`src/rtl/canb_pkg.sv`:
```
package canb_pkg;
    localparam int HOST_W = 32;
    localparam int DLC_W  = 4;
    localparam int DATA_W = 64;
    localparam int ADDR_W = 4;
    localparam int NWORDS = DATA_W / HOST_W;

    localparam logic [ADDR_W-1:0] A_TXCMD = 4'd0;
    localparam logic [ADDR_W-1:0] A_TXARB = 4'd1;
    localparam logic [ADDR_W-1:0] A_TXCTL = 4'd2;
    localparam logic [ADDR_W-1:0] A_TXD0  = 4'd3;
    localparam logic [ADDR_W-1:0] A_RXCMD = 4'd8;
    localparam logic [ADDR_W-1:0] A_RXARB = 4'd9;
    localparam logic [ADDR_W-1:0] A_RXCTL = 4'd10;
    localparam logic [ADDR_W-1:0] A_RXD0  = 4'd11;

    localparam int NEWDAT_BIT = 15;
    localparam int MSGLST_BIT = 14;

    typedef enum logic [1:0] {
        TX_IDLE   = 2'd0,
        TX_PEND   = 2'd1,
        TX_ACTIVE = 2'd2
    } tx_state_e;
endpackage

```
`src/rtl/canb_tx_path.sv`:
```
module canb_tx_path
    import canb_pkg::*;
#(
    parameter int ID_W = 29
) (
    input  logic              clk,
    input  logic              rst_n,
    input  logic              cmd_wr,
    input  logic              cmd_req,
    input  logic              buf_wr_arb,
    input  logic              buf_wr_ctl,
    input  logic [NWORDS-1:0] buf_wr_dat,
    input  logic [HOST_W-1:0] wdata,
    input  logic              core_idle,
    input  logic              core_done,
    input  logic              core_arb_lost,
    input  logic              core_err,
    output logic              busy,
    output logic              core_load,
    output logic [ID_W-1:0]   tx_id,
    output logic [DLC_W-1:0]  tx_dlc,
    output logic [DATA_W-1:0] tx_data
);
    tx_state_e st, nxt;
    logic      abort_wr;

    assign abort_wr = cmd_wr && !cmd_req;

    // state register
    always_ff @(posedge clk) begin
        if (!rst_n) st <= TX_IDLE;
        else        st <= nxt;
    end

    // transitions
    always_comb begin
        nxt = st;
        unique case (st)
            TX_IDLE:   if (cmd_wr && cmd_req) nxt = TX_PEND;
            TX_PEND:   if (abort_wr)          nxt = TX_IDLE;
                       else if (core_idle)    nxt = TX_ACTIVE;
            TX_ACTIVE: if (abort_wr)          nxt = TX_IDLE;
                       else if (core_done)    nxt = TX_IDLE;
                       else if (core_arb_lost || core_err) nxt = TX_PEND;
            default:   nxt = TX_IDLE;
        endcase
    end

    // outputs
    always_comb begin
        busy      = (st != TX_IDLE);
        core_load = (st == TX_PEND) && core_idle && !abort_wr;
    end

    // transmit buffer, writable only while not busy
    always_ff @(posedge clk) begin
        if (!rst_n) begin
            tx_id  <= '0;
            tx_dlc <= '0;
        end else if (!busy) begin
            if (buf_wr_arb) tx_id  <= wdata[ID_W-1:0];
            if (buf_wr_ctl) tx_dlc <= wdata[DLC_W-1:0];
        end
    end

    logic [HOST_W-1:0] dword [NWORDS];
    for (genvar w = 0; w < NWORDS; w++) begin : g_word
        always_ff @(posedge clk) begin
            if (!rst_n)                        dword[w] <= '0;
            else if (!busy && buf_wr_dat[w])   dword[w] <= wdata;
        end
        assign tx_data[w*HOST_W +: HOST_W] = dword[w];
    end
endmodule

```
`src/rtl/canb_rx_path.sv`:
```
module canb_rx_path
    import canb_pkg::*;
#(
    parameter int ID_W = 29
) (
    input  logic              clk,
    input  logic              rst_n,
    input  logic              rx_valid,
    input  logic              snap,
    input  logic              ctl_clr,
    input  logic [ID_W-1:0]   sh_id,
    input  logic [DLC_W-1:0]  sh_dlc,
    input  logic [DATA_W-1:0] sh_data,
    output logic [ID_W-1:0]   rx_id,
    output logic [DLC_W-1:0]  rx_dlc,
    output logic [DATA_W-1:0] rx_data,
    output logic              newdat,
    output logic              msglst
);
    always_ff @(posedge clk) begin
        if (!rst_n) begin
            rx_id   <= '0;
            rx_dlc  <= '0;
            rx_data <= '0;
        end else if (rx_valid || snap) begin
            rx_id   <= sh_id;
            rx_dlc  <= sh_dlc;
            rx_data <= sh_data;
        end
    end

    // a stored frame wins over a same-cycle clear; an overwrite is lost only if unread
    always_ff @(posedge clk) begin
        if (!rst_n) begin
            newdat <= 1'b0;
            msglst <= 1'b0;
        end else if (rx_valid) begin
            newdat <= 1'b1;
            msglst <= newdat && !ctl_clr;
        end else if (ctl_clr) begin
            newdat <= 1'b0;
            msglst <= 1'b0;
        end
    end
endmodule

```
`src/rtl/canb_ifbuf_ctrl.sv`:
```
module canb_ifbuf_ctrl
    import canb_pkg::*;
#(
    parameter int ID_W = 29
) (
    input  logic              clk,
    input  logic              rst_n,
    input  logic              wr_en,
    input  logic [ADDR_W-1:0] wr_addr,
    input  logic [HOST_W-1:0] wr_data,
    input  logic [ADDR_W-1:0] rd_addr,
    output logic [HOST_W-1:0] rd_data,
    input  logic              core_idle,
    output logic              core_load,
    output logic [ID_W-1:0]   core_tx_id,
    output logic [DLC_W-1:0]  core_tx_dlc,
    output logic [DATA_W-1:0] core_tx_data,
    input  logic              core_done,
    input  logic              core_arb_lost,
    input  logic              core_err,
    input  logic              core_rx_valid,
    input  logic [ID_W-1:0]   core_sh_id,
    input  logic [DLC_W-1:0]  core_sh_dlc,
    input  logic [DATA_W-1:0] core_sh_data
);
    logic              tx_busy;
    logic              rx_newdat, rx_msglst;
    logic [ID_W-1:0]   rx_id;
    logic [DLC_W-1:0]  rx_dlc;
    logic [DATA_W-1:0] rx_data;
    logic [NWORDS-1:0] dat_wr;

    for (genvar w = 0; w < NWORDS; w++) begin : g_dec
        assign dat_wr[w] = wr_en && (wr_addr == ADDR_W'(A_TXD0 + w));
    end

    canb_tx_path #(.ID_W(ID_W)) u_tx (
        .clk           (clk),
        .rst_n         (rst_n),
        .cmd_wr        (wr_en && wr_addr == A_TXCMD),
        .cmd_req       (wr_data[0]),
        .buf_wr_arb    (wr_en && wr_addr == A_TXARB),
        .buf_wr_ctl    (wr_en && wr_addr == A_TXCTL),
        .buf_wr_dat    (dat_wr),
        .wdata         (wr_data),
        .core_idle     (core_idle),
        .core_done     (core_done),
        .core_arb_lost (core_arb_lost),
        .core_err      (core_err),
        .busy          (tx_busy),
        .core_load     (core_load),
        .tx_id         (core_tx_id),
        .tx_dlc        (core_tx_dlc),
        .tx_data       (core_tx_data)
    );

    canb_rx_path #(.ID_W(ID_W)) u_rx (
        .clk      (clk),
        .rst_n    (rst_n),
        .rx_valid (core_rx_valid),
        .snap     (wr_en && wr_addr == A_RXCMD && wr_data[0]),
        .ctl_clr  (wr_en && wr_addr == A_RXCTL),
        .sh_id    (core_sh_id),
        .sh_dlc   (core_sh_dlc),
        .sh_data  (core_sh_data),
        .rx_id    (rx_id),
        .rx_dlc   (rx_dlc),
        .rx_data  (rx_data),
        .newdat   (rx_newdat),
        .msglst   (rx_msglst)
    );

    // read mux
    always_comb begin
        rd_data = '0;
        if (rd_addr == A_TXCMD) rd_data[0] = tx_busy;
        if (rd_addr == A_TXARB) rd_data = HOST_W'(core_tx_id);
        if (rd_addr == A_TXCTL) rd_data = HOST_W'(core_tx_dlc);
        if (rd_addr == A_RXARB) rd_data = HOST_W'(rx_id);
        if (rd_addr == A_RXCTL) begin
            rd_data[DLC_W-1:0]  = rx_dlc;
            rd_data[NEWDAT_BIT] = rx_newdat;
            rd_data[MSGLST_BIT] = rx_msglst;
        end
        for (int w = 0; w < NWORDS; w++) begin
            if (rd_addr == ADDR_W'(A_TXD0 + w)) rd_data = core_tx_data[w*HOST_W +: HOST_W];
            if (rd_addr == ADDR_W'(A_RXD0 + w)) rd_data = rx_data[w*HOST_W +: HOST_W];
        end
    end
endmodule

```
`config.mk`:
```
export PLATFORM = sky130hd
export DESIGN_NAME = canb_ifbuf_ctrl
export DESIGN_NICKNAME = d
export VERILOG_FILES = /design/src/rtl/canb_pkg.sv /design/src/rtl/canb_tx_path.sv /design/src/rtl/canb_rx_path.sv /design/src/rtl/canb_ifbuf_ctrl.sv
export SDC_FILE = /design/constraint.sdc
export NUM_CORES = 1
export LEC_CHECK = 0
export BUFFER_PORTS_ARGS = -buffer_cell sky130_fd_sc_hd__buf_4
export CORE_ASPECT_RATIO = 1.4
export CORE_MARGIN = 10
export CORE_UTILIZATION = 51
export DETAILED_ROUTE_END_ITERATION = 10
export PLACE_DENSITY_LB_ADDON = 0.08
export SLEW_MARGIN = 10
export SYNTH_ARGS = -nofsm -noshare
export SYNTH_HDL_FRONTEND = slang
export SYNTH_SLANG_ARGS = --single-unit
```
`constraint.sdc`:
```
create_clock -name clk -period 2.75 [get_ports clk]
set_clock_uncertainty 0.1 [all_clocks]
set_input_delay 0.1375 -clock clk [delete_from_list [all_inputs] [get_ports clk]]
set_output_delay 0.1375 -clock clk [all_outputs]
set_load 0.005 [all_outputs]
```
Word-level counts from Yosys, hierarchy flattened

Memories as Yosys holds them, arrays and structs flattened.
Cells that the tools add are included.

Memories: 1
Register bits: 134
Word-level logic and storage cells: 89
Output and inout bits: 130
RAM bits: 64
Input bits: 145

Memory list:

| name       | words | bits a word | rd ports | clocked after memory_dff | write ports | RTL line           | text |
|---|---|---|---|---|---|---|---|
| u_tx.dword | 2     | 32          | 2        | 0                        | 2           | canb_tx_path.sv:66 | `logic [HOST_W-1:0] dword [NWORDS];` |

Bitwise logic cells: 3
Reductions and logical operators: 29
Equality and inequality tests: 19
Muxes and demuxes: 29

Operators with widths:

| cell               | count |
|---|---|
| $mux 32            | 8 |
| $mux 29            | 1 |
| $eq 4x4->1 const B | 6 |
| $eq 4x2->1 const B | 4 |
| $logic_and 1x1->1  | 15 |
| $mux 2             | 7 |
| $mux 1             | 11 |
| $eq 4x1->1 const B | 2 |
| $eq 4x3->1 const B | 2 |
| $logic_not 4->1    | 2 |
| $pmux 2 s3         | 1 |
| $logic_not 1->1    | 4 |
| $mux 4             | 1 |
| $ne 4x2->1 const B | 1 |
| $reduce_and 2->1   | 2 |
| $reduce_bool 2->1  | 2 |
| $ne 3x2->1 const B | 1 |
| $reduce_and 3->1   | 1 |
| $eq 2x1->1 const B | 1 |
| $eq 2x2->1 const B | 1 |
| $logic_not 2->1    | 1 |
| $logic_or 1x1->1   | 2 |
| $ne 2x1->1 const B | 1 |
| $or 1x1->1         | 2 |
| $not 1->1          | 1 |

Logic depth before layout (Yosys ltp)

Gate-level depths: netlist (run 1).

Word-level depth: 10
Depth in mapped cells: 7

Modules after synthesis

A second synthesis (run 1) with hierarchy kept.

Cell total of the unflattened synthesis: 959
Area total of the unflattened synthesis: 9322.7 sq um

Modules (own cells, without submodules):

| module          | area an instance (sq um) | sequential area each (sq um) | instances | cells each |
|---|---|---|---|---|
| canb_rx_path    | 3970.1                   | 1981.9                       | 1         | 450 |
| canb_tx_path    | 3772.4                   | 2622.5                       | 1         | 298 |
| canb_ifbuf_ctrl | 1580.3                   | 0.0                          | 1         | 211 |

Worst setup path after synthesis (run 1)

No wires, ideal clock.

Kind: reg2reg
From: register u_tx.st[1]
To: memory u_tx.dword[1][0], enable pin
Period minus slack after synthesis: 2.199 ns
Setup slack: 0.551 ns
Arrival time: 1.710 ns
Setup time: 0.389 ns
Required time: 2.261 ns
Stages on the path, launching flop included: 4
Cells stage by stage: dfxtp_1 nor4b_4 nand3_2 nand2_1

RTL lines:

| element                | RTL line           | text |
|---|---|---|
| from (decl)            | canb_tx_path.sv:24 | `tx_state_e st, nxt;` |
| from (signal assigned) | canb_tx_path.sv:32 | `else st <= nxt;` |
| to (decl)              | canb_tx_path.sv:66 |  |

Worst setup path in the final report (run 1)

From: input rd_addr[3]
To: output rd_data[9]

Cells in the longest elaborated chain, start to end: 8

Ends and longest elaborated chain:

| element     | RTL line              | text |
|---|---|---|
| from (decl) | canb_ifbuf_ctrl.sv:11 | `input logic [ADDR_W-1:0] rd_addr,` |
| $eq 4x1->1  | canb_ifbuf_ctrl.sv:77 | `if (rd_addr == A_TXARB) rd_data = HOST_W'(core_tx_id);` |
| $mux 29     | canb_ifbuf_ctrl.sv:77 |  |
| $mux 32     | canb_ifbuf_ctrl.sv:78 | `if (rd_addr == A_TXCTL) rd_data = HOST_W'(core_tx_dlc);` |
| $mux 32     | canb_ifbuf_ctrl.sv:79 | `if (rd_addr == A_RXARB) rd_data = HOST_W'(rx_id);` |
| $mux 32     | canb_ifbuf_ctrl.sv:86 | `if (rd_addr == ADDR_W'(A_TXD0 + w)) rd_data = core_tx_data[w*HOST_W +: HOST_W];` |
| $mux 32     | canb_ifbuf_ctrl.sv:87 | `if (rd_addr == ADDR_W'(A_RXD0 + w)) rd_data = rx_data[w*HOST_W +: HOST_W];` |
| $mux 32     | canb_ifbuf_ctrl.sv:86 |  |
| $mux 32 *   | canb_ifbuf_ctrl.sv:87 |  |
| to (decl)   | canb_ifbuf_ctrl.sv:12 | `output logic [HOST_W-1:0] rd_data,` |

Every way passes the cells marked *; elsewhere a longest branch is shown, timed or not.

==> impl_metrics.ini, run 1 <==
[floorplan]
die-area_mm2 = 0.0230
initial_core_util_pct = 52.2
rows = 56
die_w_um = 131
die_y_um = 175
io_pins = 275
core_mm2 = 0.0169

[sta]
rsz0062_at_grt = false
timing.hold.ws_ns = 0.0196
fmaxAchievable_mhz = 438
min_period_over_period_pct = 83.0
tns_ns = 0
slew_headroom_pct = 37.0
timing.final.crit_period_ns = 2.28
worst_pin_slew_ns = 0.942
setup-violations-final = 0
hold_viol = 0
slew_viol_final = 0

[clock_network]
h-tree-depth = 4
holdBufCountCts = 138
path_clk_slew_ns = 0.07
cts-buffers-inserted = 17
insertion_delay_ns = 0.43
clockBufferDepth = 2
cts_root_buf = clkbuf_16
cts_tree = built
postCtsSetupBuffers = 0
cts.repair.resized = 0
cts.sinks = 198

[route]
ant_nets = 0
dr.pass1.iters = 7
post_drt_wl_per_cell_um = 20.3
via_count = 8928
drc = 0
wl_um = 32800
drt_iter0_drc = 722
vias_per_cell = 5.54

[logic_synthesis]
yosysTopAreaCellShare_pct = 30.5
yosysSeqAreaShare_pct = 52.3
synthDistinctLibCells = 46
synth_edf_count = 64
syn_inst = 980
yosys-top-cells-area = dfxtp_1, edfxtp_1, nand2_1
yosysTopAreaCell = dfxtp_1
syn-num-nets = 1125
synthArstFlopShare_pct = 0
ys_seq_elements = 198
syn_area_mm2 = 0.00881
ys_warn_count = 0
synth_common_cells = nand2_1, dfxtp_1, a21oi_1
dominantRegCellSynth = dfxtp_1
syn_avg_cell_area_um2 = 8.99
synth_most_common_cell = nand2_1

[setup_path]
reg2reg_from = u_tx.st[1]$_SDFFE_PN0P_
worstPathRequired_ns = 2.51
crit_start = rd_addr[3]
arrival_ns = 2.05
ff2ff_setup_slack_ns = 0.60
critPathCaptureType = output port
crit_type = primary input to output port
cp_max_fo = 34
start_kind = primary input

[grt]
grt_max_degree = 53
grt_first_pass_wirelength_um = 50300
antenna_found_initial = 0
grt_usage_pct = 28.2
grt-ovfl-total = 0
grt_pass1_vias = 9239

[power_and_ir_drop]
peakVddDrop_uv = 369
p_clk_share_pct = 38.2
netSwitchingPower_mw = 1.71
p_seq_share_pct = 47.5
powerDensity_mw_per_mm2 = 518
p_sw_share_pct = 25.2
p_int_mw = 5.08
p_leak_nw = 5.63
p_comb_share_pct = 14.3

[min_path]
hold_path.class = primary input to register
hold_start = wr_addr[0]

[finish]
post-route-cell-area_mm2 = 0.0131
drive_above_1_share_pct = 27.9
stdcell_count = 1611
utilization_pct = 77.5
area_growth_pct = 48.6
final_nets = 1510

[run]
cap_violations = 0

[placement]
dpl_cell_area_mm2 = 0.0111
gp_congestion = 0.901
port_buffers = 274
dp_hpwl_um = 21900
placed_cells = 1440

[outcome]
status = finished clean
## flip-flops by register name, indices dropped and copies added (netlist names)
signal and flops:
u_rx.msglst 1, u_rx.newdat 1, u_rx.rx_data 64, u_rx.rx_dlc 4
u_rx.rx_id 29, u_tx.dword 64, u_tx.st 2, u_tx.tx_dlc 4
u_tx.tx_id 29
## power by group through the flow
stage               registers, mW  clock network, mW  logic, mW
floorplan                    3.27                  0      0.360
CTS                          3.22               2.60      0.956
finish                       3.22               2.59      0.971
detailed placement           3.29                  0      0.791
global placement             3.29                  0      0.781
global route                 3.24               2.71       1.04
## cell type report
type | count | area, µm²
clock buffer | 19 | 454
sequential | 198 | 4600
multi-input combinational | 707 | 3870
timing repair buffer | 439 | 3690
inverter | 2 | 10.0
fill | 1165 | 3800
clock inverter | 13 | 161
antenna | 1 | 2.50
tap | 232 | 290
## metrics by stage
stage | power, mW | setup WS [ns]
floorplan | 3.63 | 0.551
global placement | 4.07 | 0.585
detailed placement | 4.08 | 0.546
CTS | 6.78 | 0.513
global route | 6.99 | 0.367
finish | 6.78 | 0.466
## worst max-delay path, cell delays in order
cell and delay (ns):
buf_4 0.42, and2_1 0.66, buf_4 0.31, a22o_1 0.17, o21ai_0 0.12, nand2_1 0.12, buf_4 0.11
## layout by cell type (no fill, tap or decap), drive strengths merged, types with 2 or more instances in the layout
cell type    instances
nand2              310
o21ai               31
clkinv               5
buf                301
o22ai                2
nand3b               2
and3                 4
clkbuf              19
o2111ai              3
a21o                 2
nand2b               2
mux2                25
nand3                5
nor2                23
bufinv               2
edfxtp              64
a222oi               2
o2bb2ai              3
a22o                53
dlygate4sd3        138
nor3                 3
nor3b                3
a22oi                3
a21oi              135
inv                  7
and2                59
nor2b               12
mux2i               11
a221oi               3
a211oi               2
dfxtp              134
## kinds of logic (layout without fill, tap and decap cells)
group                  Yosys count  count (layout)  synth area share (%)
buffers and inverters           75             473                  4.35
and+or+nand+nor                427             427                  21.4
AOI/OAI and AO/OA              244             244                  17.5
muxes                           36              36                  4.45
other                            0               1                     0
DFF                            198             198                  52.3
## path summary, 6_finish.rpt
| path | cells after the start | end |
|---|---|---|
| worst min register to register | 2 | u_rx.rx_data[25]$_SDFFE_PN0P_ |
| worst max register to register | 5 | u_tx.dword[1][19]$_SDFFCE_PN0P_ |
| worst max-delay path | 7 | rd_data[9] |
| worst min-delay path | 4 | u_tx.tx_dlc[0]$_SDFFE_PN0P_ |
## layer usage
layer	track usage [%]	part of all wire, %
met4	13.3	3.7
met3	6.48	8.2
met2	49.1	51
met5	0	0
met1	31.3	37
Note: power is estimated with default switching activity, not from simulation.
==> inputs of run 2 (changes only) <==
--- a/config.mk
+++ b/config.mk
@@ -8,7 +8,7 @@
 export BUFFER_PORTS_ARGS = -buffer_cell sky130_fd_sc_hd__buf_4
 export CORE_ASPECT_RATIO = 1.4
 export CORE_MARGIN = 10
-export CORE_UTILIZATION = 51
+export CORE_UTILIZATION = 46
 export DETAILED_ROUTE_END_ITERATION = 10
 export PLACE_DENSITY_LB_ADDON = 0.08
 export SLEW_MARGIN = 10
==> constraint.sdc (replaced) <==
create_clock -name clk -period 1.9 [get_ports clk]
set_clock_uncertainty 0.1 [all_clocks]
set_input_delay 0.095 -clock clk [delete_from_list [all_inputs] [get_ports clk]]
set_output_delay 0.095 -clock clk [all_outputs]
set_load 0.005 [all_outputs]
==> run 2 against run 1 <==
  * Non-clock buffer count increased by 22
  * Utilization shrank 6.1 points
  * First-iteration DRC count fell by 2.2%
==> impl_metrics.ini, run 2 (synthesis gave the netlist of run 1 again) <==
[power_and_ir_drop]
p_int_mw = 7.37
p_sw_share_pct = 25.7
p_comb_share_pct = 14.5
p_leak_nw = 5.77
netSwitchingPower_mw = 2.54
p_clk_share_pct = 38.5
powerDensity_mw_per_mm2 = 744
peakVddDrop_uv = 575
total_power_mw = 9.92
p_seq_share_pct = 47.1

[clock_network]
cts_root_buf = clkbuf_16
insertion_delay_ns = 0.42
cts-buffers-inserted = 17
cts_tree = built
clockBufferDepth = 2
path_clk_slew_ns = 0.07
h-tree-depth = 4
cts.sinks = 198

[floorplan]
core_mm2 = 0.0187
initial_core_util_pct = 47.2
die-area_mm2 = 0.0252
die_w_um = 137
rows = 59
io_pins = 275
die_y_um = 184

[finish]
register_area_mm2 = 0.00461
final_nets = 1532
multiInputGateArea_mm2 = 0.00388
final_common_cell = buf_4
area_growth_pct = 51.4
reg_top3 = u_rx.rx_data x64, u_tx.dword x64
drive_above_1_share_pct = 29.1
final_cell_mix = buf_4, nand2_1, dlygate4sd3_1
nFillCells = 1444

[sta]
setup-violations-final = 0
slew_headroom_pct = 56.0
timing.hold.ws_ns = 0.0618
fmaxAchievable_mhz = 532
hold_viol = 0
tns_ns = 0
timing.final.crit_period_ns = 1.88
worst_pin_slew_ns = 0.656
min_period_over_period_pct = 98.9
slew_viol_final = 0
rsz0062_at_grt = true

[grt]
grt_pass1_vias = 9040
antenna_found_initial = 1
grt-ovfl-total = 0
grt_max_degree = 72
grt_usage_pct = 25.5
grt_first_pass_wirelength_um = 50000

[outcome]
status = finished clean

[setup_path]
arrival_ns = 1.68
start_kind = register
cp_max_fo = 2
critPathCaptureType = output port
worstPathRequired_ns = 1.70
crit_type = register to output port

[route]
ant_nets = 0
dr.pass1.iters = 5
via_count = 8754
wl_um = 32800
vias_per_cell = 5.32
drt_iter0_drc = 706
post_drt_wl_per_cell_um = 19.9
drc = 0

[placement]
dp_hpwl_um = 22800
gp_congestion = 0.861
port_buffers = 274

[min_path]
hold_path.class = primary input to register

[run]
cap_violations = 0
==> run 2: final timing paths <==
check,cells past startpoint,from,slack [ns],to
setup / recovery,4,u_tx.dword[0][15]$_SDFFCE_PN0P_,0.02,rd_data[15]
hold / removal,3,wr_addr[1],0.06,u_tx.dword[0][29]$_SDFFCE_PN0P_
setup reg to reg,6,u_tx.st[0]$_SDFFE_PN0P_,0.13,u_tx.tx_id[27]$_SDFFE_PN0P_
hold reg to reg,2,u_rx.rx_id[8]$_SDFFE_PN0P_,0.35,u_rx.rx_id[8]$_SDFFE_PN0P_
==> run 2: layout make-up <==
type	instances	area share, %
repair buffers	461	29.3
flip-flops and latches	198	34.5
clock buffers	18	3.29
inverters	2	0.0751
clock inverters	14	1.37
diodes	2	0.0375
well taps	244	2.29
multi-input cells	707	29.1
==> run 2: timing repair <==
action,CTS,global route
buffers inserted,0,6
hold buffers,142,0
hold endpoints to repair,198,0
endpoints found under the setup margin,0,7
gates resized for setup,0,5
==> run 2: layer usage <==
layer / up-vias / global-route usage, % / routed length, µm
met3: 48 / 6.35 / 2620
met4: 0 / 9.68 / 815
met2: 383 / 44.4 / 17000
met5: - / 0 / 0
li1: 4170 / - / -
met1: 4153 / 29.1 / 12400
==> run 2: metrics by stage <==
| step | std cells | setup slack, ns | cell area [µm²] | util, % |
|---|---|---|---|---|
| floorplan | 980 | 0.00442 | 8820 | - |
| global placement | 1465 | 0.186 | 11200 | 60.2 |
| detailed placement | 1465 | 0.171 | 11200 | 60.2 |
| CTS | 1639 | 0.00894 | 13300 | 71.1 |
| global route | 1645 | -0.0529 | 13300 | 71.4 |
| finish | 1646 | 0.0216 | 13300 | 71.4 |
==> run 2: power by group through the flow <==
stage,Clock (mW),Sequential [mW],Combinational (mW)
3_3_place_gp,0,4.76,1.16
5_1_grt,4.02,4.68,1.55
4_1_cts,3.84,4.66,1.41
2_1_floorplan,0,4.73,0.522
6_report,3.82,4.67,1.43
3_5_place_dp,0,4.76,1.17
==> run 2: worst max-delay path, cell delays in order, from the launching register on <==
cell and delay [ns]:
edfxtp_1 0.40, a22o_1 0.22, a222oi_1 0.31, a21oi_1 0.16, buf_4 0.17
==> inputs of run 3 (changes only) <==
--- a/config.mk
+++ b/config.mk
@@ -11,6 +11,7 @@
 export CORE_UTILIZATION = 46
 export DETAILED_ROUTE_END_ITERATION = 10
 export PLACE_DENSITY_LB_ADDON = 0.08
+export RECOVER_POWER = 100
 export SLEW_MARGIN = 10
 export SYNTH_ARGS = -nofsm -noshare
 export SYNTH_HDL_FRONTEND = slang
==> run 3 against run 2 <==
  * First-iteration DRC count grew 9.5%
  * Non-clock buffer count is the same
  * Combinational power is essentially flat
  * Critical path type unchanged
==> impl_metrics.ini, run 3 (synthesis gave the netlist of run 1 again) <==
[finish]
nFillCells = 1490
drive_above_1_share_pct = 25.6
stdcell_count = 1646
final_cell_mix = nand2_1, buf_4, dlygate4sd3_1
final_nets = 1532
reg_top3 = u_rx.rx_data x64, u_tx.dword x64
area_growth_pct = 49.3
final_common_cell = nand2_1

[grt]
grt_pass1_vias = 9040
grt_max_degree = 72
grt_use_met2_pct = 44.4
grt_first_pass_wirelength_um = 50000
grt-ovfl-total = 0
met3_usage_pct = 6.35
grt_usage_pct = 25.5
antenna_found_initial = 1
grt.busiest_layer = met2
grt_use_met1_pct = 29.1

[clock_network]
insertion_delay_ns = 0.43
cts_root_buf = clkbuf_16
cts_tree = built
h-tree-depth = 4
path_clk_slew_ns = 0.07
cts-buffers-inserted = 17
clockBufferDepth = 2
cts.sinks = 198

[route]
drc = 0
dr.pass1.iters = 6
via_count = 8803
vias_per_cell = 5.35
post_drt_wl_per_cell_um = 19.9
ant_nets = 0
wl_um = 32700
drt_iter0_drc = 773

[sta]
rsz0062_at_grt = true
timing.final.crit_period_ns = 1.86
min_period_over_period_pct = 97.7
fmaxAchievable_mhz = 539
setup-violations-final = 0
hold_viol = 0
slew_viol_final = 0
worst_pin_slew_ns = 0.646
slew_headroom_pct = 56.7
fin_ws_ns = 0.0443

[placement]
dp_slack_ns = 0.171
port_buffers = 274
placed_cells = 1465
gp_congestion = 0.861
dp_hpwl_um = 22800

[power_and_ir_drop]
p_leak_nw = 5.56
powerDensity_mw_per_mm2 = 752
peakVddDrop_uv = 584

[floorplan]
rows = 59
die_w_um = 137
core_mm2 = 0.0187
die-area_mm2 = 0.0252
initial_core_util_pct = 47.2
die_y_um = 184
io_pins = 275

[setup_path]
critPathBufInv = 1
start_kind = register
crit_type = register to output port
crit_path_top_delay_cell = dfxtp_1
cp_max_fo = 3
critPathCaptureType = output port
worstPathRequired_ns = 1.70
ff2ff_setup_slack_ns = 0.06
cp_top_family = compound AO/OA/AOI/OAI gates
arrival_ns = 1.66
worst_path_largest_cell_delay_ns = 0.36
path_cells = a22o_1 -> a222oi_1 -> a21oi_1 -> buf_4

[outcome]
status = finished clean

[min_path]
hold_path.class = primary input to register

[run]
cap_violations = 0
run 3: worst min-delay path, delay by kind of cell:
kind / cells / cell delay, ns
simple gates: 2 / 0.19
buf+inv: 1 / 0.14
run 3: report_power, final:
group	total [mW]	internal [mW]	switching, mW
Clock	3.82	2.05	1.76
Sequential	4.66	4.55	0.117
Combinational	1.41	0.743	0.665
run 3: final timing paths:
kind,startpoint,to,cells past startpoint
max,u_tx.tx_id[15]$_SDFFE_PN0P_,rd_data[15],4
min reg2reg,u_rx.rx_id[8]$_SDFFE_PN0P_,u_rx.rx_id[8]$_SDFFE_PN0P_,2
min,wr_addr[1],u_tx.dword[0][29]$_SDFFCE_PN0P_,3
max reg2reg,u_tx.st[0]$_SDFFE_PN0P_,u_tx.dword[1][27]$_SDFFCE_PN0P_,5
run 3: stage by stage:
stage	hold slack, ns	setup TNS [ns]	util (%)	total power, mW	instance area [µm²]
after global placement	0.251	0	60.2	5.91	11200
after global routing	0.0636	-0.276	70.4	10.2	13100
after detailed placement	0.254	0	60.2	5.93	11200
after CTS	0.0458	0	71.1	9.92	13300
after floorplan	0.112	0	-	5.25	8820
final	0.0601	0	70.4	9.89	13200
run 3: per-layer routing:
| metal | vias to the layer above | part of all wire, % |
|---|---|---|
| met4 | 0 | 2.2 |
| li1 | 4175 | - |
| met1 | 4208 | 38 |
| met3 | 48 | 7.8 |
| met5 | - | 0 |
| met2 | 372 | 52 |
run 3: final cells by class:
class	instances	area [µm²]	share of cell area [%]
antenna	2	5.00	0.0381
clock buffer	18	439	3.34
clock inverter	14	183	1.39
inverter	2	10.0	0.0761
multi-input combinational	707	3880	29.5
sequential	198	4600	35.0
tap	244	305	2.32
timing repair buffer	461	3720	28.3
run 3: repair_timing:
item                                   CTS  global route
setup buffers                            0             6
resized for setup                        0             5
setup endpoints to repair                0             7
hold buffers                           142             0
endpoints found under the hold margin  198             0
